`src/rtl/audio_csr_pkg.sv`:
```
// Package: field positions and counts for the audio port control/status word.
// Assumes a single 32-bit register; all positions below are behaviour that the
// surrounding port logic and software decode.
package audio_csr_pkg;
    localparam int DATA_W     = 32;
    localparam int N_STICKY   = 3;                     // word start, sync err, fifo err
    localparam int N_LIVE     = 2;                     // fifo warning, watermark
    localparam int N_FLAG     = N_STICKY + N_LIVE;
    localparam int IE_LSB     = 8;
    localparam int FLAG_SHIFT = 8;
    localparam int FLAG_LSB   = IE_LSB + FLAG_SHIFT;
    localparam int DMAE_BIT   = 0;
    localparam int FLUSH_BIT  = 24;
    localparam int SRST_BIT   = 25;
    localparam int EN_BIT     = 31;

    typedef enum logic [2:0] {
        FLG_WSTART = 3'd0,
        FLG_SYNC   = 3'd1,
        FLG_FERR   = 3'd2,
        FLG_WARN   = 3'd3,
        FLG_WM     = 3'd4
    } flag_idx_e;
endpackage

```
`src/rtl/sticky_flags.sv`:
```
// Module: bank of write-1-to-clear sticky flags.
// Assumes set and clear are single-cycle strobes; a set in the same cycle as
// a clear wins. hold_clr forces every flag to 0 (software reset).
module sticky_flags #(
    parameter int N = 3
) (
    input  logic         clk,
    input  logic         rst_n,
    input  logic         hold_clr,
    input  logic [N-1:0] set_i,
    input  logic [N-1:0] clr_i,
    output logic [N-1:0] flags_o
);
    for (genvar i = 0; i < N; i++) begin : g_flag
        // Purpose: hold one flag; set has priority over clear.
        always_ff @(posedge clk) begin
            if (!rst_n || hold_clr)
                flags_o[i] <= 1'b0;
            else if (set_i[i])
                flags_o[i] <= 1'b1;
            else if (clr_i[i])
                flags_o[i] <= 1'b0;
        end
    end
endmodule

```
`src/rtl/port_enable_ctl.sv`:
```
// Module: port enable with deferred turn-off.
// Assumes frame_end is a one-cycle pulse from the shifter. A write of 0 while
// enabled arms a pending disable that completes at the first frame_end seen in
// or after the write cycle; a write of 1 cancels it.
module port_enable_ctl (
    input  logic clk,
    input  logic rst_n,
    input  logic hold_clr,
    input  logic wr_en,
    input  logic wr_val,
    input  logic frame_end,
    output logic en_o
);
    logic pend_q;
    logic dis_req;

    // Purpose: a disable is requested by a fresh write or an armed pending one.
    always_comb dis_req = pend_q | (wr_en & ~wr_val & en_o);

    // Purpose: track the effective enable and the pending disable.
    always_ff @(posedge clk) begin
        if (!rst_n || hold_clr) begin
            en_o   <= 1'b0;
            pend_q <= 1'b0;
        end else if (wr_en && wr_val) begin
            en_o   <= 1'b1;
            pend_q <= 1'b0;
        end else if (dis_req && frame_end) begin
            en_o   <= 1'b0;
            pend_q <= 1'b0;
        end else if (dis_req) begin
            pend_q <= 1'b1;
        end
    end
endmodule

```
`src/rtl/audio_csr.sv`:
```
// Module: control/status register for one direction of a serial audio port.
// Assumes one write per wr_en cycle and that reads are served from rd_data at
// any time. Event inputs are one-cycle pulses; fifo_warn and fifo_wm are levels.
module audio_csr
    import audio_csr_pkg::*;
(
    input  logic              clk,
    input  logic              rst_n,
    input  logic              wr_en,
    input  logic [DATA_W-1:0] wr_data,
    output logic [DATA_W-1:0] rd_data,
    input  logic [N_STICKY-1:0] ev_pulse,
    input  logic              fifo_warn,
    input  logic              fifo_wm,
    input  logic              frame_end,
    output logic              irq,
    output logic              dma_req,
    output logic              port_en,
    output logic              fifo_flush,
    output logic              soft_rst
);
    logic [N_FLAG-1:0]   ie_q;
    logic                dmae_q;
    logic                srst_q;
    logic                flush_q;
    logic                hold;
    logic                wr_ok;
    logic [N_STICKY-1:0] sticky;
    logic [N_STICKY-1:0] clr_req;
    logic [N_STICKY-1:0] set_req;
    logic [N_FLAG-1:0]   flags;

    // Purpose: soft reset is in force now or is being written this cycle.
    always_comb hold = srst_q | (wr_en & wr_data[SRST_BIT]);

    // Purpose: writes to fields other than soft reset only count outside it.
    always_comb wr_ok = wr_en & ~hold;

    // Purpose: decode write-1 clears and gate event pulses.
    always_comb begin
        clr_req = wr_ok ? wr_data[FLAG_LSB +: N_STICKY] : '0;
        set_req = ev_pulse;
    end

    sticky_flags #(.N(N_STICKY)) u_sticky (
        .clk      (clk),
        .rst_n    (rst_n),
        .hold_clr (hold),
        .set_i    (set_req),
        .clr_i    (clr_req),
        .flags_o  (sticky)
    );

    port_enable_ctl u_en (
        .clk       (clk),
        .rst_n     (rst_n),
        .hold_clr  (hold),
        .wr_en     (wr_ok),
        .wr_val    (wr_data[EN_BIT]),
        .frame_end (frame_end),
        .en_o      (port_en)
    );

    // Purpose: software reset bit, writable at any time.
    always_ff @(posedge clk) begin
        if (!rst_n)
            srst_q <= 1'b0;
        else if (wr_en)
            srst_q <= wr_data[SRST_BIT];
    end

    // Purpose: interrupt enables and DMA enable, cleared under soft reset.
    always_ff @(posedge clk) begin
        if (!rst_n || hold) begin
            ie_q   <= '0;
            dmae_q <= 1'b0;
        end else if (wr_ok) begin
            ie_q   <= wr_data[IE_LSB +: N_FLAG];
            dmae_q <= wr_data[DMAE_BIT];
        end
    end

    // Purpose: one-cycle FIFO flush pulse after a write of the flush bit.
    always_ff @(posedge clk) begin
        if (!rst_n)
            flush_q <= 1'b0;
        else
            flush_q <= wr_ok & wr_data[FLUSH_BIT];
    end

    // Purpose: full flag vector; live FIFO flags are masked under soft reset.
    always_comb begin
        flags                   = '0;
        flags[N_STICKY-1:0]     = sticky;
        flags[FLG_WARN]         = fifo_warn & ~srst_q;
        flags[FLG_WM]           = fifo_wm & ~srst_q;
    end

    // Purpose: assemble the readback word.
    always_comb begin
        rd_data                          = '0;
        rd_data[DMAE_BIT]                = dmae_q;
        rd_data[IE_LSB +: N_FLAG]        = ie_q;
        rd_data[FLAG_LSB +: N_FLAG]      = flags;
        rd_data[SRST_BIT]                = srst_q;
        rd_data[EN_BIT]                  = port_en;
    end

    // Purpose: side outputs to the interrupt controller, DMA and port logic.
    always_comb begin
        irq        = |(flags & ie_q);
        dma_req    = dmae_q & fifo_wm;
        fifo_flush = flush_q;
        soft_rst   = srst_q;
    end
endmodule

```
`config.mk`:
```
export PLATFORM = sky130hd
export DESIGN_NAME = audio_csr
export DESIGN_NICKNAME = d
export VERILOG_FILES = /design/src/rtl/audio_csr_pkg.sv /design/src/rtl/sticky_flags.sv /design/src/rtl/port_enable_ctl.sv /design/src/rtl/audio_csr.sv
export SDC_FILE = /design/constraint.sdc
export NUM_CORES = 1
export LEC_CHECK = 0
export BUFFER_PORTS_ARGS = -buffer_cell sky130_fd_sc_hd__buf_4
export CORE_MARGIN = 1
export CORE_UTILIZATION = 36
export CTS_CLUSTER_SIZE = 12
export DETAILED_ROUTE_END_ITERATION = 6
export PLACE_DENSITY = 0.94
export SKIP_LAST_GASP = 1
export SLEW_MARGIN = 10
export SYNTH_ARGS = -nofsm -noshare
export SYNTH_HDL_FRONTEND = slang
export SYNTH_SLANG_ARGS = --single-unit
```
`constraint.sdc`:
```
create_clock -name clk -period 2.1 [get_ports clk]
set_input_delay 0.21 -clock clk [delete_from_list [all_inputs] [get_ports clk]]
set_output_delay 0.21 -clock clk [all_outputs]
set_load 0.03 [all_outputs]
```
Word-level counts from Yosys, hierarchy flattened
Cells that the tools add are included.
- logic and storage cells: 42
- output and inout port bits: 37
- flip-flop bits (word level): 13
- input port bits: 41
- mux-type cells: 9
- bitwise gates (word level): 14
- reduce and logical (&&, ||, !) cells: 10
- operator list (cell ; number):
    $and A1 B1 Y1 ; 8
    $mux W1 ; 8
    $reduce_bool A2 Y1 ; 4
    $and A5 B5 Y5 ; 1
    $reduce_or A5 Y1 ; 1
    $mux W3 ; 1
    $not A1 Y1 ; 3
    $reduce_or A3 Y1 ; 1
    $logic_and A1 B1 Y1 ; 2
    $or A1 B1 Y1 ; 2
    $logic_not A1 Y1 ; 1
    $logic_or A1 B1 Y1 ; 1

Depth between registers and ports, before layout
Gate-level depths: netlist (run 1).
- word-level depth: 10
- gate-level depth with buffers: 4
- gate-level depth less buffers: 3

Modules after synthesis
Synthesis (run 1) repeated with hierarchy kept, for this count alone.
- cells, all modules: 88
- area total of the unflattened synthesis: 777.0 µm²
- by module, submodules not included (module ; cells an instance ; sequential area each (µm²) ; area each (µm²) ; instances):
    audio_csr ; 66 ; 160.2 ; 579.3 ; 1
    sticky_flags ; 13 ; 60.1 ; 111.4 ; 1
    port_enable_ctl ; 9 ; 40.0 ; 86.3 ; 1

Worst setup path before layout (run 1)
OpenSTA, ideal clock, no wires.
- path kind: register to output
- start point: register srst_q, in the netlist soft_rst
- end point: output port irq
- required time: 1890 ps
- stages on the path, launching flop included: 4
- path buffers: 0
- setup slack: 549 ps
- arrival: 1341 ps
- cell sequence: dfxtp_1 > and2b_2 > a22oi_1 > nand2_1
- word-level cells in the longest chain between the ends: 4
- elaborated cells on any way between the ends: 5
- those cells by class: 4 x bitwise; 1 x reduce/logical
- ends and longest elaborated chain (item ; line ; text):
    start, declared ; audio_csr.sv:24 ; logic srst_q;
    start signal, assigned ; audio_csr.sv:69 ; srst_q <= wr_data[SRST_BIT];
    $not A1 Y1 ; audio_csr.sv:96 ; flags[FLG_WM] = fifo_wm & ~srst_q;
    $and A1 B1 Y1 ; audio_csr.sv:96 ;
    net rd_data[20] ; audio_csr.sv:11 ; output logic [DATA_W-1:0] rd_data,
    $and A5 B5 Y5 ; audio_csr.sv:111 ; irq = |(flags & ie_q);
    $reduce_or A5 Y1 ; audio_csr.sv:111 ;
    end, declared ; audio_csr.sv:16 ; output logic irq,
The timed path passes the listed nets, and every way through them passes these cells.

Worst setup path after layout (run 1)
- start point: register srst_q, in the netlist soft_rst
- end point: output port irq
- word-level cells in the longest chain between the ends: 4
- elaborated cells on any way between the ends: 5
- those cells by class: 4 x bitwise; 1 x reduce/logical
- ends and longest elaborated chain (item ; line):
    $not A1 Y1 * ; audio_csr.sv:95, audio_csr.sv:96
    $and A1 B1 Y1 (on tied branches) ; audio_csr.sv:95, audio_csr.sv:96
    $and A5 B5 Y5 * ; audio_csr.sv:111
    $reduce_or A5 Y1 * ; audio_csr.sv:111
Every way passes the cells marked *; elsewhere a longest branch is shown, timed or not.

==> flow_metrics.py, run 1 <==
metrics = {
    "setup_path": {
        "worst_ep_required_time_ns": 1.89,
        "critical_path.top_delay_family": "flip-flops",
        "worstSetupPathType": "flop to output port",
        "crit_path_top_delay_cell": "dfxtp_1",
        "critPathLaunchType": "flop",
        "cp_max_fo": 8,
        "cp_num_buf_inv": 1,
        "cp_cell_sequence": "and2b_2 > a22oi_1 > nand2_1 > buf_4",
        "cp_data_arrival_time_ns": 1.46,
        "end_kind": "output port",
        "cpPeakStageDelay_ns": 0.49,
    },
    "power": {
        "p_per_area_nw_per_um2": 615,
        "vdd_drop_max_v": 0.000290,
        "leakagePower_nw": 0.452,
    },
    "sta": {
        "fmaxAchievable_mhz": 598,
        "fin_crit_sh": 0.796,
        "skew_ns": 0.000442,
        "grt_setup_unrepaired": "false",
        "setup_viol": 0,
        "hold_viol_final": 0,
        "fin_crit_ns": 1.67,
        "setup_ws_ns": 0.429,
        "slew_viol_final": 0,
        "finalSetupTns_ns": 0,
    },
    "yosys": {
        "synth-edff-count": 0,
        "yosys.area.top_type": "dfxtp_1",
        "async_flop_share": 0,
        "yosys.area.top_type_share": 0.362,
        "synthDistinctLibCells": 22,
        "synth.most_common_cell": "buf_4",
        "ys_seq_area_frac": 0.362,
        "synth_area_per_cell_um2": 8.55,
        "synth_commonest_cells": "buf_4 (22), nand2_1 (14), dfxtp_1 (13), a21oi_1 (9)",
        "synth.yosys.warnings": 0,
        "ys.flop_type": "dfxtp_1",
        "synth.area.top_cells": "dfxtp_1 (36%), buf_4 (23%), nand2_1 (7.3%)",
        "synthCells": 84,
        "syn_area_um2": 718,
        "synth_seq_cells": 13,
    },
    "detailed_routing": {
        "drc": 0,
        "vias": 639,
        "drt_wl_total_um": 1500,
        "drt_iter0_drc": 17,
        "via_per_inst": 4.41,
        "ant_nets": 0,
        "routedWlPerCell_um": 10.3,
        "dr.pass1.iters": 5,
    },
    "run_status": {
        "status": "finished, final reports clean",
    },
    "floorplanning": {
        "core-area_um2": 1800,
        "die_area_um2": 2180,
        "initial_core_util": 0.399,
        "fp.dieW_um": 46.7,
        "io_pins": 78,
        "num_rows": 15,
        "fp.dieH_um": 46.7,
    },
    "global_routing": {
        "met1_usage": 0.136,
        "globalRoute.busiestLayer": "met2",
        "grt-ovfl-total": 0,
        "grt_pass1_vias": 481,
        "grt_start_max_net_pins": 12,
        "grt_use_met2": 0.258,
        "grt_use_met3": 0.0353,
        "gr-usage-all-layers": 0.138,
        "antenna_found_initial": 0,
        "grt_pass1_wl_um": 2020,
    },
    "cts": {
        "clkSinkCount": 13,
        "root_buffer": "clkbuf_4",
        "htree_levels": 1,
        "cts_inserted_buffers": 3,
        "postCtsHoldBufs": 0,
        "ctsResizeCount": 0,
        "clockBufferDepth": 2,
        "cts_setup_buffers": 0,
        "clk_transition_reported_paths_ns": 0.08,
        "clkLatencyLatePin_ns": 0.26,
        "cts_tree": "done",
    },
    "placed_design": {
        "post-dp-hpwl_um": 1230,
        "place.gp.congestion": 0.704,
        "placed_area_um2": 922,
        "pre_cts_slack_ns": 0.679,
        "io_buffers": 38,
    },
    "cells_and_area": {
        "syn_to_final_growth_pct": 32.1,
        "antenna_cells": 0,
        "drive_above_1_share": 0.383,
        "stdcell_area_um2": 948,
        "nets": 162,
    },
    "min_path": {
        "hold_path_class": "input pin to flop",
    },
    "flow_run": {
        "drv_cap": 0,
    },
}
## report_power, final
group          total, mW  switching, mW  internal [mW]
clock              0.149         0.0759         0.0734
sequential         0.266        0.00967          0.256
combinational      0.168          0.110         0.0577
total              0.583          0.195          0.388
## through the flow
| stage | instances | hold slack, ns | power, mW | utilization |
|---|---|---|---|---|
| 3_3_place_gp | 141 | 0.382 | 0.436 | 0.512 |
| 6_report | 145 | 0.104 | 0.583 | 0.526 |
| 5_1_grt | 145 | 0.0934 | 0.615 | 0.526 |
| 3_5_place_dp | 141 | 0.385 | 0.440 | 0.512 |
| 4_1_cts | 145 | 0.0905 | 0.590 | 0.526 |
| 2_1_floorplan | 102 | 0.279 | 0.409 | - |
## registers in the layout, summed over array words and instances (netlist names)
signal,cells
soft_rst,1
u_en.en_o,1
u_sticky.flags_o,3
ie_q,5
fifo_flush,1
u_en.pend_q,1
dmae_q,1
## cell type report
cell class | instances | area [um2]
clock buffer | 4 | 26.3
timing repair buffer | 38 | 285
sequential | 13 | 260
fill | 166 | 853
tap | 25 | 31.3
multi-input combinational | 65 | 345
## worst register-to-register path, delay by kind of cell (launching register included)
kind	cells	cell delay [ns]
simple gates	3	0.88
flops	1	0.40
## path summary, 6_finish.rpt
| path | start | cells past startpoint | end | slack, ns |
|---|---|---|---|---|
| worst max-delay path | soft_rst | 4 | irq | 0.43 |
| worst max register to register | soft_rst | 3 | u_sticky.flags_o[2] | 0.69 |
| worst min-delay path | frame_end | 2 | u_en.pend_q | 0.10 |
| worst min register to register | ie_q[4] | 2 | ie_q[4] | 0.47 |
## routing by layer
layer | part of all wire | wire length, um
met2 | 0.56 | 837
met4 | 0 | 0
met5 | 0 | 0
met1 | 0.34 | 515
met3 | 0.096 | 144
## cells in the final DEF, fill, tap and decap left out
master	count
a21oi_1	9
a2111oi_2	1
a222oi_1	1
or2b_1	1
a22oi_1	1
clkbuf_4	3
and2_1	1
buf_4	38
and3_2	1
conb_1	19
nand3b_1	2
a21boi_0	1
nor2b_1	1
or3b_1	1
and2b_2	2
nand2_1	14
nor3b_1	3
nor2_1	3
nor3b_4	1
clkbuf_1	1
dfxtp_1	13
nor3_1	3
## cell families (layout without fill, tap and decap cells)
logic type,count (synthesis),after routing,synth area share
buffers and inverters,24,42,0.251
AOI/OAI and AO/OA,13,13,0.118
other,1,19,0.00522
and+or+nand+nor,33,33,0.263
DFF,13,13,0.362
(Power assumes the default switching activity.)
==> run 2, diff against run 1 <==
Settings changed: CORE_UTILIZATION 36 to 33, PLACE_DENSITY 0.94 to 0.88.
Clock period 2.1 ns to 1.7 ns, I/O delays scaled along.
==> run 2 against run 1 <==
Clock skew grew 0.0030 ns. Worst hold slack got worse by 0.036 ns. Sequential power increased by 24%. Clock power increased by 22%.
==> flow_metrics.py, run 2 (synthesis gave the netlist of run 1 again) <==
metrics = {
    "run_status": {
        "status": "finished, final reports clean",
    },
    "floorplanning": {
        "die_area_um2": 2370,
        "fp.dieW_um": 48.7,
        "fp.dieH_um": 48.7,
        "io_pins": 78,
        "core-area_um2": 2000,
        "num_rows": 16,
        "initial_core_util": 0.359,
    },
    "global_routing": {
        "grt-ovfl-total": 0,
        "grt_start_max_net_pins": 11,
        "gr-usage-all-layers": 0.144,
        "grt_pass1_vias": 647,
        "grt_pass1_wl_um": 2650,
        "antenna_found_initial": 0,
    },
    "min_path": {
        "holdPathEnd": "u_en.pend_q",
        "hp-start": "frame_end",
        "min_path_cells": 2,
        "hold_path_class": "input pin to flop",
    },
    "power": {
        "p_seq_frac": 0.455,
        "clock_power_share": 0.251,
        "switchingPower_uw": 240,
        "p_total_uw": 723,
        "p_int_uw": 483,
        "vdd_drop_max_v": 0.000272,
        "p_comb_frac": 0.294,
        "leakagePower_nw": 0.463,
        "p_per_area_nw_per_um2": 748,
        "swShare": 0.333,
    },
    "cts": {
        "clockBufferDepth": 2,
        "clk_transition_reported_paths_ns": 0.08,
        "postCtsHoldBufs": 0,
        "root_buffer": "clkbuf_4",
        "htree_levels": 1,
        "cts_setup_buffers": 0,
        "ctsResizeCount": 0,
        "clkSinkCount": 13,
        "clkLatencyLatePin_ns": 0.26,
        "cts_inserted_buffers": 3,
        "cts_tree": "done",
    },
    "sta": {
        "fin_crit_sh": 0.899,
        "hold_viol_final": 0,
        "slew_viol_final": 0,
        "fmaxAchievable_mhz": 654,
        "skew_ns": 0.00345,
        "finalSetupTns_ns": 0,
        "fin_crit_ns": 1.53,
        "grt_setup_unrepaired": "false",
        "setup_viol": 0,
        "whs_ns": 0.0679,
    },
    "flow_run": {
        "drv_cap": 0,
    },
    "setup_path": {
        "worstSetupPathType": "flop to output port",
        "end_kind": "output port",
        "critPathLaunchType": "flop",
        "ff2ff_path_depth": 3,
        "worstReg2RegEnd": "u_sticky.flags_o[1]",
        "cp_data_arrival_time_ns": 1.36,
        "r2r_slack_ns": 0.30,
        "crit_start": "soft_rst",
        "cp_max_fo": 8,
        "worst_ep_required_time_ns": 1.53,
        "r2r-start": "soft_rst",
    },
    "cells_and_area": {
        "top_register": "ie_q",
        "final_util": 0.483,
        "drive_above_1_share": 0.402,
        "syn_to_final_growth_pct": 34.7,
        "largest_register_ff_count": 5,
        "fillers": 195,
        "layout_common_cells": "buf_4 (40), conb_1 (19), nand2_1 (14)",
        "reg_top3": "ie_q (5), u_sticky.flags_o (3)",
        "nets": 164,
        "antenna_cells": 0,
        "layout_commonest_cell": "buf_4",
    },
    "detailed_routing": {
        "dr.pass1.iters": 5,
        "via_per_inst": 4.25,
        "drt_wl_total_um": 1560,
        "drt_iter0_drc": 13,
        "routedWlPerCell_um": 10.5,
        "vias": 633,
        "ant_nets": 0,
        "drc": 0,
    },
    "placed_design": {
        "post-dp-hpwl_um": 1280,
        "io_buffers": 38,
        "place.gp.congestion": 0.690,
    },
}
-- run 2: changes by cell type in the layout (fill, tap and decap cells not counted) --
| cell | delta |
|---|---|
| dfxtp_1 | -1 |
| dfxtp_2 | +1 |
| buf_4 | +2 |
-- run 2: worst max-delay path by stage --
stage | cells past startpoint | slack (ns) | endpoint
finish | 4 | 0.17 | irq
global route | 4 | 0.06 | irq
CTS | 4 | 0.05 | irq
detailed placement | 3 | 0.29 | u_sticky.flags_o[1]
global placement | 3 | 0.34 | u_sticky.flags_o[2]
floorplan | 3 | 0.19 | irq
-- run 2: per-stage QoR --
stage	std cells	setup slack, ns	cell area, um2
after floorplan	102	0.189	786
after global placement	145	0.337	940
after detailed placement	145	0.291	940
after CTS	149	0.0534	966
after global routing	149	0.0556	967
final	149	0.172	967
-- run 2: worst max-delay path: stages (launching register included) --
cell and delay [ns]:
dfxtp_2 0.41, and2b_2 0.24, a22oi_1 0.19, nand2_1 0.07, buf_4 0.18
-- run 2: final cells by class --
type | count | area, um2 | share of cell area
clock buffer | 4 | 26.3 | 0.0272
multi-input combinational | 65 | 345 | 0.357
sequential | 13 | 262 | 0.270
tap | 27 | 33.8 | 0.0349
timing repair buffer | 40 | 300 | 0.310
-- run 2: per-layer routing --
layer	up-vias	global-route usage	share of wire
li1	316	-	-
met1	278	0.148	0.37
met2	35	0.266	0.54
met3	4	0.0189	0.064
met4	0	0.103	0.022
met5	-	0	0
-- run 2: power by group through the flow --
stage	Combinational (mW)	Clock, mW	Sequential (mW)
6_report	0.213	0.182	0.329
5_1_grt	0.227	0.202	0.331
4_1_cts	0.213	0.187	0.328
3_5_place_dp	0.212	0	0.336
3_3_place_gp	0.209	0	0.334
2_1_floorplan	0.150	0	0.356
